### src/rtl/comm_pkg.sv
// Package: comm_pkg
// Shared constants and helpers for the rotating commutator switch.
// Assumes the lane count is a power of two so that index arithmetic wraps
// naturally modulo the lane count.
package comm_pkg;

    // Default number of complex lanes handled by the switch.
    localparam int unsigned COMM_LANES = 4;

    // Default width of one real or imaginary component.
    localparam int unsigned COMM_DW = 16;

    // Width of an index able to name every lane (and every pattern).
    function automatic int unsigned comm_selw(input int unsigned lanes);
        return (lanes <= 2) ? 1 : $clog2(lanes);
    endfunction

endpackage

### src/rtl/comm_lane_mux.sv
// Module: comm_lane_mux
// One output lane of the commutator. Under rotation pattern k, output lane
// LANE_ID takes input lane (LANE_ID - k) mod LANES. Real and imaginary parts
// use one shared source index so the pair cannot split.
// Assumes LANES is a power of two, so SELW-bit subtraction wraps modulo LANES.
module comm_lane_mux #(
    parameter int unsigned LANES   = comm_pkg::COMM_LANES,
    parameter int unsigned DW      = comm_pkg::COMM_DW,
    parameter int unsigned LANE_ID = 0,
    localparam int unsigned SELW   = comm_pkg::comm_selw(LANES)
) (
    input  logic [LANES-1:0][DW-1:0] src_re,
    input  logic [LANES-1:0][DW-1:0] src_im,
    input  logic [SELW-1:0]          pat_sel,
    output logic [DW-1:0]            lane_re,
    output logic [DW-1:0]            lane_im
);

    logic [SELW-1:0] src_idx;

    // Work out which input lane feeds this output lane under the current pattern.
    always_comb begin
        src_idx = SELW'(LANE_ID) - pat_sel;
    end

    // Pick the real and imaginary parts of that input lane together.
    always_comb begin
        lane_re = src_re[src_idx];
        lane_im = src_im[src_idx];
    end

endmodule

### src/rtl/comm_zero_gate.sv
// Module: comm_zero_gate
// Passes a bank of complex lanes through when the enable is high and forces
// every bit to zero when it is low. Purely combinational.
module comm_zero_gate #(
    parameter int unsigned LANES = comm_pkg::COMM_LANES,
    parameter int unsigned DW    = comm_pkg::COMM_DW
) (
    input  logic                     gate_en,
    input  logic [LANES-1:0][DW-1:0] in_re,
    input  logic [LANES-1:0][DW-1:0] in_im,
    output logic [LANES-1:0][DW-1:0] out_re,
    output logic [LANES-1:0][DW-1:0] out_im
);

    // Pass the lanes through or hold them at zero.
    always_comb begin
        if (gate_en) begin
            out_re = in_re;
            out_im = in_im;
        end else begin
            out_re = '0;
            out_im = '0;
        end
    end

endmodule

### src/rtl/comm_switch.sv
// Module: comm_switch (top)
// Rotating commutator between a radix-4 butterfly and the complex multiplier
// bank. Pattern k sends input lane i to output lane (i + k) mod LANES. With
// route_en low, every output is zero. No state and no clock: the paths from
// index, enable and data to the outputs are combinational.
// Assumes LANES is a power of two (default 4, one pattern per lane offset).
module comm_switch #(
    parameter int unsigned LANES = comm_pkg::COMM_LANES,
    parameter int unsigned DW    = comm_pkg::COMM_DW,
    localparam int unsigned SELW = comm_pkg::comm_selw(LANES)
) (
    input  logic [LANES-1:0][DW-1:0] src_re,
    input  logic [LANES-1:0][DW-1:0] src_im,
    input  logic [SELW-1:0]          pat_sel,
    input  logic                     route_en,
    output logic [LANES-1:0][DW-1:0] dst_re,
    output logic [LANES-1:0][DW-1:0] dst_im
);

    logic [LANES-1:0][DW-1:0] routed_re;
    logic [LANES-1:0][DW-1:0] routed_im;

    // One selector per output lane, each fixed to its own lane offset.
    for (genvar j = 0; j < LANES; j++) begin : g_lane
        comm_lane_mux #(
            .LANES   (LANES),
            .DW      (DW),
            .LANE_ID (j)
        ) u_lane (
            .src_re  (src_re),
            .src_im  (src_im),
            .pat_sel (pat_sel),
            .lane_re (routed_re[j]),
            .lane_im (routed_im[j])
        );
    end

    // Zero the routed lanes while the switch is disabled.
    comm_zero_gate #(
        .LANES (LANES),
        .DW    (DW)
    ) u_gate (
        .gate_en (route_en),
        .in_re   (routed_re),
        .in_im   (routed_im),
        .out_re  (dst_re),
        .out_im  (dst_im)
    );

endmodule

### config.mk
export PLATFORM = sky130hd
export DESIGN_NAME = comm_switch
export DESIGN_NICKNAME = d
export VERILOG_FILES = /design/src/rtl/comm_pkg.sv /design/src/rtl/comm_lane_mux.sv /design/src/rtl/comm_zero_gate.sv /design/src/rtl/comm_switch.sv
export SDC_FILE = /design/constraint.sdc
export NUM_CORES = 1
export LEC_CHECK = 0
export CAP_MARGIN = 20
export CELL_PAD_IN_SITES_DETAIL_PLACEMENT = 1
export CELL_PAD_IN_SITES_GLOBAL_PLACEMENT = 2
export CORE_ASPECT_RATIO = 1.25
export CORE_MARGIN = 8
export CORE_UTILIZATION = 15
export DETAILED_ROUTE_END_ITERATION = 8
export PLACE_DENSITY_LB_ADDON = 0.1
export REMOVE_ABC_BUFFERS = 1
export SKIP_LAST_GASP = 1
export SYNTH_ARGS = -nofsm -noshare
export SYNTH_HDL_FRONTEND = slang
export SYNTH_SLANG_ARGS = --single-unit
export TNS_END_PERCENT = 30
### constraint.sdc
create_clock -name vclk -period 1.25
set_clock_uncertainty 0.2 [all_clocks]
set_input_delay 0.25 -clock vclk [all_inputs]
set_output_delay 0.25 -clock vclk [all_outputs]
set_load 0.02 [all_outputs]
==> results of run 1 <==
-- logic make-up (layout without fill, tap and decap cells) --
family	count (synthesis)	count (layout)	synth area share
multiplexers	192	192	0.6194
AO/OA/AOI/OAI	128	128	0.2581
buffers and inverters	48	354	0.1145
AND/OR/NAND/NOR	4	4	0.008063
other	0	4	0
-- routing by layer --
layer,GRT usage,vias to the layer above,part of all wire
met2,0.3056,128,0.57
met3,0.02780,6,0.055
met1,0.1638,2315,0.37
li1,-,2159,-
met4,0.01869,0,0.0061
met5,0,-,0
-- synth_stat cells --
cell type  count
buf_1          7
buf_2         16
buf_4          1
buf_6         20
clkbuf_1       3
clkbuf_2       1
mux2i_1      192
nand2_2        2
nand2b_1       2
o22ai_1      128
-- critical path, delay by kind of cell --
kind | cells | cell delay [ps]
AOI/OAI and AO/OA | 1 | 210
buffers and inverters | 5 | 710
and+or+nand+nor | 1 | 100
-- layout make-up --
class                      count  area [µm²]
timing repair buffer         354        3704
tap                          274       342.8
antenna                        4       10.01
multi-input combinational    324        3432
fill                        2348       13110
-- repair_timing --
| item | CTS | global route |
|---|---|---|
| setup buffers | 17 | 15 |
| resized for setup | 703 | 157 |
| setup endpoints to repair | 128 | 128 |
| gates cloned | 6 | 6 |
| pin swaps | 25 | 19 |
| hold buffers | 0 | 0 |
-- where the power goes --
group / internal, mW / switching, mW / leakage, nW
clock: 0.000000430 / 0 / 0.0000254
combinational: 1.68 / 1.69 / 3.72
sequential: 0 / 0 / 0
total: 1.68 / 1.69 / 3.72
-- final timing paths --
path / start / slack, ps / end
hold / removal: src_im[19] / 810 / dst_im[35]
setup / recovery: pat_sel[1] / -500 / dst_im[22]
==> metrics.md, run 1 <==
| Metric | Value |
|---|---|
| Register area | `0 µm²` |
| FMAX | `0.5723 GHz` |
| Slew @ Worst Pin | `293.2 ps` |
| Final Instance Count excl. Fillers | `956` |
| Die Ht | `176.8 µm` |
| CLK BUF | `0` |
| Worst setup SP type | `input pin` |
| Vias/cell | `4.820` |
| Final Core Density | `0.3636` |
| Syn_area_per_cell | `8.341 µm²` |
| RSZ-0062 raised after global routing | `true` |
| Final Critical Period | `1747 ps` |
| Final setup fails | `128` |
| Most frequent cells in the layout | `mux2i_1, o22ai_1, buf_4` |
| Post-route setup slack | `-497.2 ps` |
| Die width | `144.6 µm` |
| Layout area overhead | `141.3%` |
| Critical path type | `input pin to output pin` |
| Starting Density | `0.1507` |
| Gr ovfl total | `0` |
| Full die area | `25570 µm²` |
| NumNets Final | `811` |
| Inst Count DP | `913` |
| Placed Area | `6345 µm²` |
| Seq/Total Area, Yosys | `0` |
| Critical path required time | `800 ps` |
| Layout cells sized above 1 | `0.4631` |
| Placer Congestion | `0.7545` |
| Failing checks | `negative setup slack` |
| Cells after Synth | `372` |
| Most common cell after layout, fill and taps aside | `mux2i_1` |
| CP max stage delay | `220 ps` |
| Final hold violation count | `0` |
| PD cells | `450.3 nW/µm²` |
| Vias | `4608` |
| Final WL | `21.93 mm` |
| Port bufs | `259` |
| Seq_cells | `0` |
| Synth top area share | `0.6194` |
| Ports | `259` |
| Worst Path Max Fanout | `16` |
| CP max stage cell | `clkbuf_16` |
| Vias in the first global route | `5193` |
| Leakage power | `3.717 nW` |
| Max-cap viol count | `0` |
| DRC violations left | `0` |
| Max Slew Vio Count | `0` |
| Slew HR | `0.8007` |
| Netlist cell types | `10` |
| Crit path capture type | `output pin` |
| First-pass GRT wire length | `30.88 mm` |
| Crit path cell chain | `buf_12, buf_12, buf_12, nand2_8, clkbuf_16, o22ai_2, buf_6` |
| Cell area after layout | `7488 µm²` |
| Setup TNS | `-54720 ps` |
| Row cnt | `59` |
| CP arrival | `1300 ps` |
| DP Wirelength | `15.77 mm` |
| Max VDD drop | `0.0001341 V` |
| Area leader, netlist | `mux2i_1` |
| Core Region | `20600 µm²` |
| Hold WS | `814.9 ps` |
| Average wire per cell in the routed design | `22.94 µm` |
| Antenna viol nets, final | `0` |
| Synth area leaders | `mux2i_1, o22ai_1, buf_6, buf_2, buf_1` |
| Status | `finished with violations` |
| Area of the mapped netlist | `3103 µm²` |
| Period Utilization, post-route | `1.398` |
| Design Power | `3.372 mW` |
| Drt pass-1 iters | `4` |
| Initial antenna violation count | `4` |
| GRT Resource Usage Total | `0.1529` |
| Number of DRC markers in iteration 0 | `105` |
| Critical Path Most Common Cell | `buf_12` |
| Hold path depth | `4` |
| Hold Path Class | `input pin to output pin` |
| Largest net degree at the start of global routing | `33` |
| Yosys Warn Count | `0` |
| Setup WS pre-CTS | `-1330 ps` |
No activity file was read; power rests on OpenSTA's default activity.
==> inputs of run 2 (changes only) <==
--- a/config.mk
+++ b/config.mk
@@ -10,7 +10,7 @@
 export CELL_PAD_IN_SITES_GLOBAL_PLACEMENT = 2
 export CORE_ASPECT_RATIO = 1.25
 export CORE_MARGIN = 8
-export CORE_UTILIZATION = 15
+export CORE_UTILIZATION = 18
 export DETAILED_ROUTE_END_ITERATION = 8
 export PLACE_DENSITY_LB_ADDON = 0.1
 export REMOVE_ABC_BUFFERS = 1
==> constraint.sdc (replaced) <==
create_clock -name vclk -period 2.25
set_clock_uncertainty 0.2 [all_clocks]
set_input_delay 0.45 -clock vclk [all_inputs]
set_output_delay 0.45 -clock vclk [all_outputs]
set_load 0.1 [all_outputs]
==> run 2 against run 1 <==
The flow still finishes with violations (negative setup slack). Count of clock-buffer cells in the layout unchanged. Cell area increased by 7.5%. Setup slack improved by 490 ps.
==> metrics.md, run 2 (synthesis gave the netlist of run 1 again) <==
| Metric | Value |
|---|---|
| Final Instance Count excl. Fillers | `846` |
| Final setup fails | `3` |
| Period Utilization, post-route | `1.003` |
| Vias in the first global route | `4891` |
| Hold endpoint | `dst_im[6]` |
| Placed Area | `7366 µm²` |
| Critical path type | `input pin to output pin` |
| Slew HR | `0.7934` |
| Worst Path Max Fanout | `3` |
| Status | `finished with violations` |
| Antenna viol nets, final | `0` |
| RSZ-0062 raised after global routing | `true` |
| Seq_cells | `0` |
| Drt pass-1 iters | `4` |
| Row cnt | `53` |
| Hold WS | `1310 ps` |
| Die Ht | `162.8 µm` |
| Cell area after layout | `8053 µm²` |
| Layout area overhead | `159.5%` |
| Inst Count DP | `845` |
| Layout cells sized above 1 | `0.4432` |
| Failing checks | `negative setup slack` |
| Vias/cell | `5.131` |
| Initial antenna violation count | `1` |
| Placer Congestion | `0.7494` |
| Final Critical Period | `2256 ps` |
| FMAX | `0.4432 GHz` |
| DP Wirelength | `15.42 mm` |
| Hold Crit Start | `src_im[54]` |
| Most frequent cells in the layout | `mux2i_1, buf_12, clkdlybuf4s50_1` |
| Largest net degree at the start of global routing | `42` |
| Critical path required time | `1600 ps` |
| Gr ovfl total | `0` |
| Ports | `259` |
| PD cells | `422.0 nW/µm²` |
| CTS Hold Bufs | `0` |
| Worst path buffer plus inverter count | `2` |
| Final hold violation count | `0` |
| Register area | `0 µm²` |
| Worst setup SP type | `input pin` |
| CP max stage cell | `clkdlybuf4s50_1` |
| First-pass GRT wire length | `28.35 mm` |
| Leakage power | `3.402 nW` |
| GRT Resource Usage Total | `0.1602` |
| Slew @ Worst Pin | `301.3 ps` |
| Setup WS pre-CTS | `-342.1 ps` |
| Hold path depth | `4` |
| Crit path cell chain | `clkdlybuf4s50_1, mux2i_2, o22ai_1, buf_12` |
| Max Slew Vio Count | `0` |
| Vias | `4341` |
| Number of DRC markers in iteration 0 | `85` |
| Crit path capture type | `output pin` |
| Max-cap viol count | `0` |
| CP arrival | `1610 ps` |
| Die width | `133.4 µm` |
| Full die area | `21720 µm²` |
| Port bufs | `259` |
| Starting Density | `0.1842` |
| Crit-path leading delay family | `buffers and inverters` |
| Hold Path Class | `input pin to output pin` |
| Max VDD drop | `0.0001762 V` |
| NumNets Final | `758` |
| DRC violations left | `0` |
| Average wire per cell in the routed design | `22.52 µm` |
| Fillcell total | `1793` |
| CP max stage delay | `530 ps` |
| Final WL | `19.05 mm` |
| Most common cell after layout, fill and taps aside | `mux2i_1` |
| CLK BUF | `0` |
| Core Region | `16840 µm²` |
| Post-route setup slack | `-6.226 ps` |
## run 2: what timing repair did
action / in CTS / in global routing
endpoints found under the hold margin: 0 / 0
endpoints found under the setup margin: 128 / 122
setup buffers: 0 / 0
gates resized for setup: 70 / 59
pin swaps: 0 / 4
## run 2: final cells by class
type               instances  area, µm²  share of cell area
diodes                     1      2.502           0.0003108
multi-input cells        324       3401              0.4223
well taps                220      275.3             0.03418
repair buffers           301       4374              0.5432
## run 2: worst max-delay path by stage
stage / from / to / slack (ps) / cells past startpoint
global placement: route_en / dst_re[10] / -300 / 5
finish: src_im[60] / dst_im[28] / -6 / 4
detailed placement: route_en / dst_re[42] / -340 / 5
floorplan: pat_sel[1] / dst_im[19] / -1560 / 2
CTS: pat_sel[0] / dst_im[21] / -30 / 6
global route: src_re[25] / dst_re[25] / -50 / 4
## run 2: power by group
| group | switching (mW) | internal [mW] |
|---|---|---|
| sequential | 0 | 0 |
| clock | 0 | 0.0000000597 |
| combinational | 2.10 | 1.29 |
| total | 2.10 | 1.29 |
## run 2: worst min-delay path, cell delays in order
cell,delay (ps)
dlymetal6s2s_1,150
mux2i_1,130
o22ai_1,130
buf_12,180
## run 2: metrics by stage
stage / utilization / TNS (ps) / power, mW
after floorplan: - / -194930 / 1.776
after global placement: 0.4373 / -32150 / 3.209
after detailed placement: 0.4373 / -36850 / 3.242
after CTS: 0.4603 / -310.7 / 3.343
after global routing: 0.4781 / -792.7 / 3.504
final: 0.4781 / -14.45 / 3.398
## run 2: routing by layer
| metal | part of all wire | vias to the layer above | global-route usage |
|---|---|---|---|
| met2 | 0.59 | 119 | 0.3360 |
| met4 | 0.0093 | 0 | 0.01739 |
| met5 | 0 | - | 0 |
| met1 | 0.34 | 2167 | 0.1538 |
| met3 | 0.064 | 8 | 0.04136 |
| li1 | - | 2047 | - |
